## config.mk

```make
export PLATFORM = sky130hd
export DESIGN_NAME = iqp_packer
export DESIGN_NICKNAME = d
export VERILOG_FILES = /design/src/rtl/iqp_pkg.sv /design/src/rtl/iqp_mode_decode.sv /design/src/rtl/iqp_lane_compact.sv /design/src/rtl/iqp_word_builder.sv /design/src/rtl/iqp_packer.sv
export SDC_FILE = /design/constraint.sdc
export NUM_CORES = 1
export LEC_CHECK = 0
export ABC_AREA = 0
export BUFFER_PORTS_ARGS = -buffer_cell sky130_fd_sc_hd__clkbuf_2
export CAP_MARGIN = 15
export CORE_MARGIN = 4
export CORE_UTILIZATION = 55
export DETAILED_ROUTE_END_ITERATION = 16
export GPL_TIMING_DRIVEN = 0
export PLACE_DENSITY = 0.82
export RECOVER_POWER = 100
export SKIP_CTS_REPAIR_TIMING = 1
export SLEW_MARGIN = 20
export SYNTH_ARGS = -nofsm -noshare
export SYNTH_HDL_FRONTEND = slang
export SYNTH_HIERARCHICAL = 1
export SYNTH_SLANG_ARGS = --single-unit
export TNS_END_PERCENT = 5
```

## constraint.sdc

```tcl
create_clock -name clk -period 6.3 [get_ports clk]
set_input_delay 0.945 -clock clk [delete_from_list [all_inputs] [get_ports clk]]
set_output_delay 0.945 -clock clk [all_outputs]
set_load 0.1 [all_outputs]
```

## src/rtl/iqp_pkg.sv

```systemverilog
package iqp_pkg;
  localparam int STREAMS = 4;
  localparam int POS_W   = $clog2(STREAMS);
  localparam int CNT_W   = $clog2(STREAMS) + 1;

  typedef enum logic [1:0] {PM_OFF, PM_X1, PM_X2, PM_X4} pack_mode_e;

  function automatic pack_mode_e mode_of(input logic [STREAMS-1:0] en);
    int n;
    n = 0;
    for (int s = 0; s < STREAMS; s++) n += int'(en[s]);
    case (n)
      1:       return PM_X1;
      2:       return PM_X2;
      STREAMS: return PM_X4;
      default: return PM_OFF;
    endcase
  endfunction
endpackage

```

## src/rtl/iqp_mode_decode.sv

```systemverilog
module iqp_mode_decode
  import iqp_pkg::*;
(
  input  logic               clk,
  input  logic               rst_n,
  input  logic [STREAMS-1:0] en,
  input  logic [STREAMS-1:0] vld,
  output logic               beat,
  output logic               restart,
  output logic [CNT_W-1:0]   n_lanes,
  output logic [POS_W-1:0]   last_pos
);
  logic [STREAMS-1:0] en_q;
  pack_mode_e         mode;

  always_ff @(posedge clk or negedge rst_n) begin
    if (!rst_n) en_q <= '0;
    else        en_q <= en;
  end

  always_comb begin
    mode    = mode_of(en);
    restart = (en != en_q);
    case (mode)
      PM_X1: begin n_lanes = CNT_W'(1);       last_pos = POS_W'(STREAMS - 1);     end
      PM_X2: begin n_lanes = CNT_W'(2);       last_pos = POS_W'(STREAMS / 2 - 1); end
      PM_X4: begin n_lanes = CNT_W'(STREAMS); last_pos = '0;                      end
      default: begin n_lanes = '0;            last_pos = '0;                      end
    endcase
    beat = (mode != PM_OFF) && ((vld & en) == en);
  end
endmodule

```

## src/rtl/iqp_lane_compact.sv

```systemverilog
module iqp_lane_compact
  import iqp_pkg::*;
#(
  parameter int SAMPLE_W = 16
) (
  input  logic [STREAMS*SAMPLE_W-1:0] data,
  input  logic [STREAMS-1:0]          en,
  output logic [STREAMS*SAMPLE_W-1:0] compact
);
  always_comb begin
    int k;
    k       = 0;
    compact = '0;
    for (int s = 0; s < STREAMS; s++) begin
      if (en[s]) begin
        compact[k*SAMPLE_W +: SAMPLE_W] = data[s*SAMPLE_W +: SAMPLE_W];
        k++;
      end
    end
  end
endmodule

```

## src/rtl/iqp_word_builder.sv

```systemverilog
module iqp_word_builder
  import iqp_pkg::*;
#(
  parameter int SAMPLE_W = 16
) (
  input  logic                        clk,
  input  logic                        rst_n,
  input  logic                        beat,
  input  logic                        restart,
  input  logic [CNT_W-1:0]            n_lanes,
  input  logic [POS_W-1:0]            last_pos,
  input  logic [STREAMS*SAMPLE_W-1:0] compact,
  output logic [STREAMS*SAMPLE_W-1:0] word_data,
  output logic                        word_vld
);
  localparam int WORD_W = STREAMS * SAMPLE_W;

  logic [POS_W-1:0]    pos;
  logic [POS_W-1:0]    eff_pos;
  logic [WORD_W-1:0]   acc;
  logic [WORD_W-1:0]   asm_word;
  logic [SAMPLE_W-1:0] cl [STREAMS];
  int                  base;

  assign eff_pos = restart ? '0 : pos;
  assign base    = int'(eff_pos) * int'(n_lanes);

  for (genvar j = 0; j < STREAMS; j++) begin : g_lane
    assign cl[j] = compact[j*SAMPLE_W +: SAMPLE_W];

    always_comb begin
      logic [POS_W-1:0] sel;
      sel = POS_W'(j - base);
      if (j >= base && j < base + int'(n_lanes))
        asm_word[j*SAMPLE_W +: SAMPLE_W] = cl[sel];
      else if (eff_pos != '0)
        asm_word[j*SAMPLE_W +: SAMPLE_W] = acc[j*SAMPLE_W +: SAMPLE_W];
      else
        asm_word[j*SAMPLE_W +: SAMPLE_W] = '0;
    end
  end

  always_ff @(posedge clk or negedge rst_n) begin
    if (!rst_n) begin
      pos       <= '0;
      acc       <= '0;
      word_data <= '0;
      word_vld  <= 1'b0;
    end else begin
      word_vld <= 1'b0;
      if (beat) begin
        if (eff_pos == last_pos) begin
          word_data <= asm_word;
          word_vld  <= 1'b1;
          pos       <= '0;
        end else begin
          acc <= asm_word;
          pos <= eff_pos + 1'b1;
        end
      end else if (restart) begin
        pos <= '0;
      end
    end
  end
endmodule

```

## src/rtl/iqp_packer.sv

```systemverilog
module iqp_packer
  import iqp_pkg::*;
#(
  parameter int SAMPLE_W = 16
) (
  input  logic                        clk,
  input  logic                        rst_n,
  input  logic [STREAMS*SAMPLE_W-1:0] smp_data,
  input  logic [STREAMS-1:0]          smp_en,
  input  logic [STREAMS-1:0]          smp_vld,
  output logic [STREAMS*SAMPLE_W-1:0] word_data,
  output logic                        word_vld
);
  logic                        beat;
  logic                        restart;
  logic [CNT_W-1:0]            n_lanes;
  logic [POS_W-1:0]            last_pos;
  logic [STREAMS*SAMPLE_W-1:0] compact;

  iqp_mode_decode u_mode (
    .clk      (clk),
    .rst_n    (rst_n),
    .en       (smp_en),
    .vld      (smp_vld),
    .beat     (beat),
    .restart  (restart),
    .n_lanes  (n_lanes),
    .last_pos (last_pos)
  );

  iqp_lane_compact #(.SAMPLE_W(SAMPLE_W)) u_compact (
    .data    (smp_data),
    .en      (smp_en),
    .compact (compact)
  );

  iqp_word_builder #(.SAMPLE_W(SAMPLE_W)) u_build (
    .clk       (clk),
    .rst_n     (rst_n),
    .beat      (beat),
    .restart   (restart),
    .n_lanes   (n_lanes),
    .last_pos  (last_pos),
    .compact   (compact),
    .word_data (word_data),
    .word_vld  (word_vld)
  );
endmodule

```

Word level (Yosys, flattened, before mapping)
Cells that the tools add are included.
{"block": "op_classes", "n_addsub": 14, "mul": 1, "n_div": 0, "order_cmp": 12, "n_eq_ne": 9, "shift": 6, "n_mux": 38, "bitwise": 6, "reduce_logical": 9}
{"cell": "2-to-1 mux 16 bit", "n": 17}
{"cell": "bitwise mux 64 bit", "n": 3}
{"cell": "2-to-1 mux 64 bit", "n": 3}
{"cell": "variable shift 16 x 33 -> 64 bit, first input constant", "n": 3}
{"cell": "variable part select 16 x 33 -> 64 bit", "n": 3}
{"cell": "binary-select mux 16 bit (select 2 bit)", "n": 4}
{"cell": "negation 32 -> 33 bit", "n": 2}
{"cell": "adder 32 x 2 -> 32 bit", "n": 2}
{"cell": "< comparator 3 x 32 -> 1 bit, first input constant", "n": 2}
{"cell": "negation 5 -> 33 bit", "n": 1}
{"cell": "== test 32 x 1 -> 1 bit, second input constant", "n": 1}
{"cell": "== test 32 x 2 -> 1 bit, second input constant", "n": 1}
{"cell": "== test 32 x 3 -> 1 bit, second input constant", "n": 1}
{"cell": "< comparator 1 x 32 -> 1 bit, first input constant", "n": 1}
{"cell": "< comparator 2 x 32 -> 1 bit, first input constant", "n": 1}
{"cell": "adder 28 x 2 -> 28 bit, second input constant", "n": 1}
{"cell": "2-to-1 mux 28 bit", "n": 1}
{"cell": "greater-or-equal comparator 3 bit, second input constant", "n": 4}
{"cell": "inverter 2 -> 3 bit", "n": 4}
{"cell": "greater-or-equal comparator 1 x 5 -> 1 bit, first input constant", "n": 2}
{"cell": "greater-or-equal comparator 2 x 5 -> 1 bit, first input constant", "n": 2}
{"cell": "case mux 3 bit (3 select lines)", "n": 1}
{"cell": "2-to-1 mux 2 bit", "n": 4}
{"cell": "adder 5 x 3 -> 6 bit", "n": 1}
{"cell": "19 further kinds", "n": 30}
{"block": "word_totals", "reg_bits": 135, "latch_bits": 0, "mem_bits_rw": 0, "rom_bits": 0, "input_bits": 74, "output_inout_bits": 65, "wordCells": 100, "mem_count": 0}

Depth between registers and ports, before layout
Gate-level depths: netlist (run 1).
{"block": "depth", "depth_word": 14, "ltp_mapped": 23}

Modules after synthesis
Netlist (run 1), hierarchy kept.
{"module": "iqp_word_builder", "n_inst": 1, "cells_per_inst": 722, "area_per_inst_um2": 7100.6}
{"module": "iqp_lane_compact", "n_inst": 1, "cells_per_inst": 267, "area_per_inst_um2": 1769.2}
{"module": "iqp_mode_decode", "n_inst": 1, "cells_per_inst": 32, "area_per_inst_um2": 321.6}

Worst setup path before layout (run 1)
No wires, ideal clock.
{"block": "synth_path", "kind": "input to register", "startpoint": "input smp_en[0]", "endpoint": "register u_build.acc[38]", "setup_time_ns": 0.078, "arrival_ns": 5.255, "t_required_ns": 6.222, "path_slack_ns": 0.967, "stages": 19, "n_path_buf": 2, "path_cell_list": "inv_2 > fa_1 > inv_1 > ha_1 > ha_1 > xor2_1 > nand2b_1 > ha_1 > buf_4 > and3_1 > ha_1 > fa_1 > ha_1 > xor2_1 > nor3_1 > a311oi_2 > o21bai_1 > buf_2 > o2bb2ai_1"}
{"block": "synth_between", "elab_cells_between_ends": 55}
{"element": "start, declared", "line_no": "iqp_packer.sv:9", "rtl": "input logic [STREAMS-1:0] smp_en,"}
{"element": "adder 1 x 1 -> 2 bit (*)", "line_no": "iqp_pkg.sv:11", "rtl": "for (int s = 0; s < STREAMS; s++) n += int'(en[s]);"}
{"element": "adder 32 x 2 -> 32 bit (*) (2 in a row)", "line_no": "iqp_pkg.sv:11"}
{"element": "== test 32 x 3 -> 1 bit, or another cell as far along", "line_no": "iqp_pkg.sv:12", "rtl": "case (n)"}
{"element": "case mux 2 bit (3 select lines) (*)", "line_no": "iqp_pkg.sv:12"}
{"element": "== test 2 bit or == test 2 x 1 -> 1 bit (tied branches)", "line_no": "iqp_mode_decode.sv:24", "rtl": "case (mode)"}
{"element": "case mux 2 bit (2 select lines) (*)", "line_no": "iqp_mode_decode.sv:24"}
{"element": "net last_pos[1]", "line_no": "iqp_packer.sv:17", "rtl": "logic [POS_W-1:0] last_pos;"}
{"element": "== test 2 bit (*)", "line_no": "iqp_word_builder.sv:52", "rtl": "if (eff_pos == last_pos) begin"}
{"element": "inverter 1 bit (no line) (*)"}
{"element": "AND reduction 2 bit (no line) (*)"}
{"element": "end signal, assigned", "line_no": "iqp_word_builder.sv:57", "rtl": "acc <= asm_word;"}
{"element": "end, declared", "line_no": "iqp_word_builder.sv:20", "rtl": "logic [WORD_W-1:0] acc;"}
Mark *: on every way through the listed nets, which the timed path passes. The rest lies on a longest branch. The select of a mux whose other input is x is not followed.
A chain may end at the register's enable or synchronous reset.

Worst setup path in the final report (run 1)
{"block": "layout_path", "startpoint": "input smp_en[1]", "endpoint": "register u_build.acc[44]"}
Same word-level chain as after synthesis.

==> summary.md, run 1 <==
The routed layout has 8613 vias. The analysis attributes to cell leakage a power of 4.657 nW. Dividing the detail-routed wire length by the instance count gives 19.36 um. The run gives 440.5 uV as the maximum vdd drop.

After layout, the worst setup slack is 0.3869 ns. The number of fill cells in the layout was 1424; the largest buffer count on any clock path was 2. The post-route fraction of the period consumed by the critical path is 93.86%, and the number of enable-type register cells in the synthesized netlist is 0. The pin slew with the least headroom to its limit came out at 2.556 ns. After Yosys synthesis, and, or, nand and nor cells account for 20.51% of the synthesized area.

Count of warnings emitted by yosys: 6. The H-tree was split into 4 levels. In this run the critical register-to-register path is launched from u_mode/en_q[3]. In this run switching power makes up 49.34% of total power.

The tools report the starting density of the core as 57.03%. Counting cells, the worst reg-to-reg path comes to 14. The count of buffers from port buffering was 138. In the final timing run, aggregate negative setup slack is 0 ns. The estimated wirelength of the detail-placed design was 21220 um. Of all nets on the critical path, the largest fanout is 10.

The later pin in the worst-skew pair is clocked with a latency of 0.42 ns. Dividing the detail-routed via count by the number of cells gives 6.126. The library cells used most frequently in the layout, excluding fill and tap cells, are sky130_fd_sc_hd__nand2_1 (149), sky130_fd_sc_hd__dfrtp_1 (135), sky130_fd_sc_hd__clkbuf_1 (130). In this run the worst hold path is classified as flop to flop. Counting stages on the worst path, the most repeated cell is sky130_fd_sc_hd__ha_1. Of the total synthesized cell area, the portion taken by full adders, half adders and majority gates is 3.730%. By area the synthesized netlist is led by sky130_fd_sc_hd__dfrtp_1 (37%), sky130_fd_sc_hd__mux2i_1 (12%), sky130_fd_sc_hd__nand2_1 (6.1%). The count of buffering cells on the critical path with inverters included was 5.

Synthesis produced a netlist with a net count of 1120. Horizontal die dimension: 137.3 um. Setup repair after global routing left no endpoint under its margin. In this run the most critical hold path is launched from u_build/acc[57].

For the number of buffers created by CTS, the log shows 17. Before antenna repair, the detailed router went through 7 iterations. Subtracting the final worst setup slack from the clock period gives 5.913 ns.

For the register area share after synthesis, the log shows 36.75%. The congestion estimate from routability-driven global placement came to 0.9725. The hold violation count in the final report was 0; the global-route wire length before repair was 44010 um. The total power per unit cell area works out to 381.9 nW/um2. Prior to clock tree synthesis, the placed netlist has a worst setup slack of 0.1298 ns.

The clock slew seen by the registers of the worst setup and hold paths is 0.05 ns. Clock tree root driver cell: sky130_fd_sc_hd__clkbuf_16. For the internal reg-to-reg setup slack, the log shows 1.90 ns. The tools report the data arrival at the endpoint of the critical path as 6.24 ns. Across all hold checks on the routed design, the worst slack comes to 0.4736 ns.

In this run the core area contains 46 standard-cell rows. Among all stages on the critical path, the largest delay is contributed by sky130_fd_sc_hd__fa_1. The region available for standard cell placement spans 16120 um2.

The data required time at the worst endpoint came out at 6.63 ns. The fraction of the mapped netlist area in compound gates was 18.51%. Summing every instance area after synthesis gives 9191 um2. Combinational logic burns 45.7% of the power. The endpoint of the lowest-slack register-to-register path is u_build/acc[44]. Traced cell by cell, the critical path runs through clkbuf_1, inv_1, fa_1, inv_1, ha_1, ha_1, xor2_1, nand2b_1, ha_1, buf_4, and3_1, ha_1, fa_1, ha_1, xor2_1, nor3_1, a311oi_2, o21bai_1, clkbuf_2, o2bb2ai_1. The final reports fail on capacitance limit, slew limit. The count of distinct cell types in the synthesized netlist was 62.

The full die area is 18840 um2, and the number of nets with antenna violations after routing is 0. The count of endpoints failing setup in the final report is 0, and the net switching power of the design is 2.008 mW. The die is 137.3 um tall. Compared with the post-synthesis result, the final layout area differs by 15.93%. Registers are responsible for 29.7% of the overall power. The async set or reset register ratio after synthesis is 100.0%. The worst setup path is launched from an input pin.

Clock skew on the completed layout was measured at 0.007209 ns. The end point of the most critical hold path was u_build/acc[57]. The final count of pins violating max slew is 138.

TritonCTS built the clock tree. Aggregate global routing overflow: 0. The clock net in this run drives a total of 135 sinks. In the synthesized netlist the dominant register cell turns out to be sky130_fd_sc_hd__dfrtp_1. Entering global routing, the biggest net connects 87 pins. By startpoint and endpoint, the worst setup path is classified as input pin to flop. Synthesis handed over a netlist of 1021 instances. The largest total area in the synthesized netlist belongs to sky130_fd_sc_hd__dfrtp_1. The clock network accounts for 24.6% of the total power. The tools report the boundary pin count as 139. The count of routing violations after the opening detailed-route iteration was 763.

The run finished, with violations left. Headroom to the max-slew limit came out at -70.42%. The repair_antennas step left the layout with diodes totalling 0. For the number of antenna violations at the first check in global routing, the log shows 0. The maximum single-stage delay on the critical path was 0.52 ns. The nature of the critical path endpoint is a flop.

In this run the mean area of a mapped cell was 9.002 um2. In the synthesized netlist, mux cells make up 14.42% of the area. The run gives 2 as the number of maximum-capacitance violations. Largest family of logic cells by synthesized area: simple AND/OR/NAND/NOR gates.

The critical path's top delay family was adder cells. In this run, synthesis produced a sequential element count of 135. The tools report the maximum clock frequency as 0.1691 GHz.

The share of final-layout standard cells stronger than drive strength 1 came out at 13.53%. DRC violation count after routing: 0. The area share of the largest cell type after synthesis was 36.75%. After Yosys synthesis, XOR and XNOR cells account for 0.9393% of the synthesized area. The most common cell after layout, fill and taps aside is sky130_fd_sc_hd__nand2_1. For the number of global-route vias before repair, the log shows 8577.

The total wire length after detailed routing is 27220 um. The tools report the global router's overall resource usage as 29.76%. The worst hold path passes through 2 cells.

In the final design database the tool counted 1278 nets. Cell internal power was estimated by the tool at 2.061 mW.
sequential cells by signal (all words and copies together) (netlist names):
name / count
u_build/acc: 64
u_build/word_vld: 1
u_build/word_data: 64
u_build/pos: 2
u_mode/en_q: 4
power by group through the flow:
stage               Sequential [mW]  Combinational [mW]  Clock [mW]
finish                         1.21                1.86        1.00
floorplan                      2.18               0.529           0
CTS                            1.21                1.89        1.02
detailed placement             1.22                1.89           0
global route                   1.23                1.96        1.05
global placement               1.21                1.86           0
cell type report:
cell class | count | area, um2 | area share [%]
Buffer | 89 | 395.4 | 3.711
Clock buffer | 22 | 474.2 | 4.450
Clock inverter | 8 | 122.6 | 1.151
Inverter | 19 | 71.32 | 0.6693
Multi-Input combinational cell | 778 | 5334 | 50.06
Sequential cell | 135 | 3378 | 31.71
Tap cell | 216 | 270.3 | 2.536
Timing Repair Buffer | 139 | 609.3 | 5.719
stage by stage:
| step | power (mW) | utilization (%) | cells | cell area [um2] |
|---|---|---|---|---|
| floorplan | 2.705 | - | 1021 | 9191 |
| global placement | 3.072 | 63.00 | 1375 | 10150 |
| detailed placement | 3.105 | 63.22 | 1376 | 10190 |
| CTS | 4.117 | 66.93 | 1406 | 10790 |
| global route | 4.243 | 66.12 | 1406 | 10660 |
| finish | 4.069 | 66.12 | 1406 | 10660 |
how the worst max path moves through the flow:
stage	start	to	slack, ns	cells after the start
after floorplan	smp_en[0]	u_build/acc[38]	0.97	19
after global placement	smp_en[0]	u_build/acc[42]	0.22	20
after CTS	smp_en[0]	u_build/acc[44]	0.54	20
after global routing	smp_en[3]	u_build/acc[43]	0.07	20
final	smp_en[1]	u_build/acc[44]	0.39	20
after detailed placement	smp_en[0]	u_build/acc[44]	0.13	20
synth_stat cells, types with 5 or more instances:
cell type                     n
sky130_fd_sc_hd__dfrtp_1    135
sky130_fd_sc_hd__nand3_1     18
sky130_fd_sc_hd__inv_1       14
sky130_fd_sc_hd__nor2_1      56
sky130_fd_sc_hd__a32oi_1     32
sky130_fd_sc_hd__or3b_1      13
sky130_fd_sc_hd__a21oi_1     36
sky130_fd_sc_hd__nor3_1      20
sky130_fd_sc_hd__nand3b_1    16
sky130_fd_sc_hd__a31oi_1     49
sky130_fd_sc_hd__nand2_1    149
sky130_fd_sc_hd__clkbuf_1    57
sky130_fd_sc_hd__xnor2_1      5
sky130_fd_sc_hd__o21ai_0     39
sky130_fd_sc_hd__o21ai_1     10
sky130_fd_sc_hd__nor3b_1     16
sky130_fd_sc_hd__mux2_2      16
sky130_fd_sc_hd__a21o_1      17
sky130_fd_sc_hd__a22o_1      16
sky130_fd_sc_hd__o2bb2ai_1   32
sky130_fd_sc_hd__nor2b_1     33
sky130_fd_sc_hd__buf_2       21
sky130_fd_sc_hd__ha_1        21
sky130_fd_sc_hd__and3_1      19
sky130_fd_sc_hd__mux2i_1    113
logic make-up after synthesis:
family	count (synthesis)
buffers and inverters	108
XOR/XNOR	9
AO/OA/AOI/OAI	246
multiplexers	130
adder cells (fa/ha/maj)	25
AND/OR/NAND/NOR	368
flip-flops	135
worst reg2reg max path, delay by kind of cell, from the launching register on:
kind                     cells  cell delay (ns)
AND/OR/NAND/NOR              4             1.07
XOR/XNOR                     2             0.36
flip-flops                   1             0.38
buffers and inverters        2             0.56
adder cells (fa/ha/maj)      3             1.00
AO/OA/AOI/OAI                3             0.97
routing by layer:
metal	track usage (%)	vias to the layer above	part of all wire, %
met4	12.47	0	3.2
li1	-	4027	-
met3	5.369	72	6.9
met5	0	-	0
met2	50.08	356	49
met1	37.77	4158	41
No activity file was read; power rests on OpenSTA's default activity.
==> run 2, diff against run 1 <==
- RECOVER_POWER: 100 -> unset
==> run 2 against run 1 <==
  * The run now ends clean
  * Final area grew 1.2%
  * Sequential cell count stayed put
  * Total power up 1.0%
  * Via count shrank 0.92%
  * First-iteration DRC count is 11% higher
  * Sequential share of layout area shrank 0.38 points
  * Critical endpoint is now u_build/word_data[20]
  * Largest power group unchanged
==> summary.md, run 2 (synthesis gave the netlist of run 1 again) <==
The via total after detailed routing is 8534, and the post-route fraction of the period consumed by the critical path is 92.89%. The row count is 46. In the final routed layout, each cell accounts on average for 19.45 um. The logs give 3378 um2 for the combined flip-flop and latch cell area and 2 for the largest buffer count on any clock path.

The worst setup slack after layout is 0.4479 ns. The tools report the clock tree root driver cell as sky130_fd_sc_hd__clkbuf_16. STA puts the critical path data required time at 6.63 ns.

The first element of the critical path was smp_en[0]. The clock net in this run drives a total of 135 sinks. After layout, the minimum clock period comes to 5.852 ns.

For the final database, setup skew stands at 0.008484 ns. Timing would allow up to 0.1709 GHz. Routability-driven placement finished with a final weighted congestion of 0.9725. Across the run, the number of max-cap violations was 0.

Entering global routing, the biggest net connects 87 pins. The share of total power dissipated in combinational logic is 46.2%. Summed over all layers, the global routing overflow is 0. For this design the total switching power over the nets is 2.011 mW. For this run, the slowest stage of the critical path takes 0.54 ns.

In this run the static leakage power is 4.898 nW. The cell family contributing the most delay on the critical path is adder cells. The later pin in the worst-skew pair is clocked with a latency of 0.42 ns. The count of nets left with antenna violations once routing finished came out at 0. The post-route total power was 4.111 mW; the total wire length after detailed routing was 27340 um. 139 I/O pins were placed. For this run, the total global-route usage over all layers was measured as 29.76%. In the layout the commonest cells are sky130_fd_sc_hd__nand2_1 (149), sky130_fd_sc_hd__clkbuf_2 (139), sky130_fd_sc_hd__dfrtp_1 (135). The share of final-layout standard cells stronger than drive strength 1 came out at 19.66%.

The floorplan step defined a die boundary enclosing 18840 um2. The critical path contains buffers and inverters numbering 6 combined. The data arrival at the endpoint of the critical path was 6.18 ns.

The tools report the number of nets in the final layout as 1278. Pre-CTS worst setup slack: 0.1298 ns. The number of buffers created by CTS came out at 17. The run gives 5 as the number of iterations in the first detailed-routing pass.

The worst setup path is captured at a flop. The class of the worst hold path was input pin to async pin. Setup violations remaining at the end of the flow were counted as 0. The clock slew seen by the registers of the worst setup and hold paths works out to 0.05 ns. The logs give 0 for the hold violation count in the final report and 29.4% for the sequential cell fraction of total power. The total power per unit cell area works out to 381.2 nW/um2. The number of antenna violations at the first check in global routing is 0.

Including well taps, the total number of placed cells is 1376. The starting density of the core was 57.03%; the maximum vdd drop was 454.2 uV. Top fanout value on the critical path: 12.

Leaving out filler cells and counting taps, the final layout contains 1406. The final standard cell utilization of the core is 66.93%, and the cell internal power dissipation is 2.100 mW. Headroom to the max-slew limit: 38.06%. The logs give 10190 um2 for the post-placement cell area and 844 for the count of routing violations after the opening detailed-route iteration.

For the pin with the worst max-slew slack, the measured transition is 0.9257 ns. The number of antenna diodes in the final layout is 0. In the final timing run, aggregate negative setup slack is 0 ns. The part of the total power dissipated in the clock network was 24.4%. The global-route wire length before repair was 44010 um.

The height of the die came out at 137.3 um. By instance count, the cell type seen most on the critical path is sky130_fd_sc_hd__ha_1. For this design, the slowest cell found on the critical path is sky130_fd_sc_hd__fa_1.

The class of the most critical setup path was input pin to flop. The critical path goes through clkbuf_2, inv_2, fa_1, inv_1, ha_1, ha_1, xor2_1, nand2b_1, ha_1, buf_4, and3_1, ha_1, fa_1, ha_1, xor2_1, nor3_1, a311o_1, buf_2, clkbuf_1, a32oi_1, o21ai_1. The count of buffers from port buffering was 138; the horizontal die dimension was 137.3 um. Setup repair after global routing left no endpoint under its margin. Net switching is 48.91% of the power.

For the estimated wirelength of the detail-placed design, the log shows 21220 um. STA classifies the critical path startpoint as an input pin. The most common cell after layout, fill and taps aside was sky130_fd_sc_hd__nand2_1. For the final count of pins violating max slew, the log shows 0. In this run the standard cell core region covers 16120 um2. The number of global-route vias before repair is 8577, and the via density per instance is 6.070.

The tools report the DRC violation count after routing as 0. The worst register-to-register path begins at u_mode/en_q[3]. Compared with the post-synthesis result, the final layout area differs by 17.34%. After routing the design area is 10790 um2. CTS built an H-tree with a depth of 4.

In the final layout, the registers with the most flip-flops are u_build/acc x64, u_build/word_data x64, u_mode/en_q x4. After filler insertion, the fill cell instance count of the layout stands at 1375. TritonCTS built the clock tree. Final hold analysis gives a worst-case slack of 0.4657 ns. The flow ran to the end, and the final reports show no timing, DRC or antenna violations. The area of the multi-input gates was 5341 um2.
## run 2: changes by cell type in the layout (fill, tap and decap cells not counted), moves of 5 or more
cell | before | now
sky130_fd_sc_hd__buf_2 | 16 | 21
sky130_fd_sc_hd__clkbuf_1 | 130 | 59
sky130_fd_sc_hd__clkbuf_2 | 76 | 139
sky130_fd_sc_hd__o21ai_0 | 49 | 39
sky130_fd_sc_hd__o21ai_1 | 0 | 10
## run 2: final timing paths
kind / cells after the start / slack [ns] / endpoint
setup / recovery: 21 / 0.45 / u_build/word_data[20]
hold / removal: 1 / 0.47 / u_mode/en_q[2]
setup reg to reg: 15 / 1.88 / u_build/word_data[20]
hold reg to reg: 2 / 0.48 / u_build/acc[51]
max in group asynchronous: 2 / 5.08 / u_build/acc[26]
min in group clk: 2 / 0.48 / u_build/acc[51]
## run 2: power by group through the flow
stage               Combinational, mW  Clock (mW)  Sequential (mW)
floorplan                       0.529           0             2.18
global placement                 1.86           0             1.21
detailed placement               1.89           0             1.22
CTS                              1.89        1.02             1.21
global route                     2.00        1.05             1.23
finish                           1.90        1.00             1.21
## run 2: metal layers
metal / GRT usage, % / wire length, um
met1: 37.77 / 11300
met2: 50.08 / 13440
met3: 5.369 / 1682
met4: 12.47 / 917
met5: 0 / 0
## run 2: cell type report
type,instances,share of cell area (%)
multi-input cells,778,49.52
flip-flops and latches,135,31.32
repair buffers,139,6.740
clock buffers,22,4.397
plain buffers,89,3.712
well taps,216,2.506
clock inverters,8,1.137
inverters,19,0.6613
## run 2: worst register-to-register path, stage by stage, from the launching register on
cell	delay, ns
sky130_fd_sc_hd__dfrtp_1	0.37
sky130_fd_sc_hd__xnor2_1	0.19
sky130_fd_sc_hd__nand4_1	0.30
sky130_fd_sc_hd__inv_1	0.22
sky130_fd_sc_hd__nand2_1	0.18
sky130_fd_sc_hd__nor2_1	0.14
sky130_fd_sc_hd__ha_1	0.20
sky130_fd_sc_hd__fa_1	0.48
sky130_fd_sc_hd__ha_1	0.33
sky130_fd_sc_hd__xor2_1	0.18
sky130_fd_sc_hd__nor3_1	0.47
sky130_fd_sc_hd__a311o_1	0.33
sky130_fd_sc_hd__buf_2	0.27
sky130_fd_sc_hd__clkbuf_1	0.37
sky130_fd_sc_hd__a32oi_1	0.18
sky130_fd_sc_hd__o21ai_1	0.13
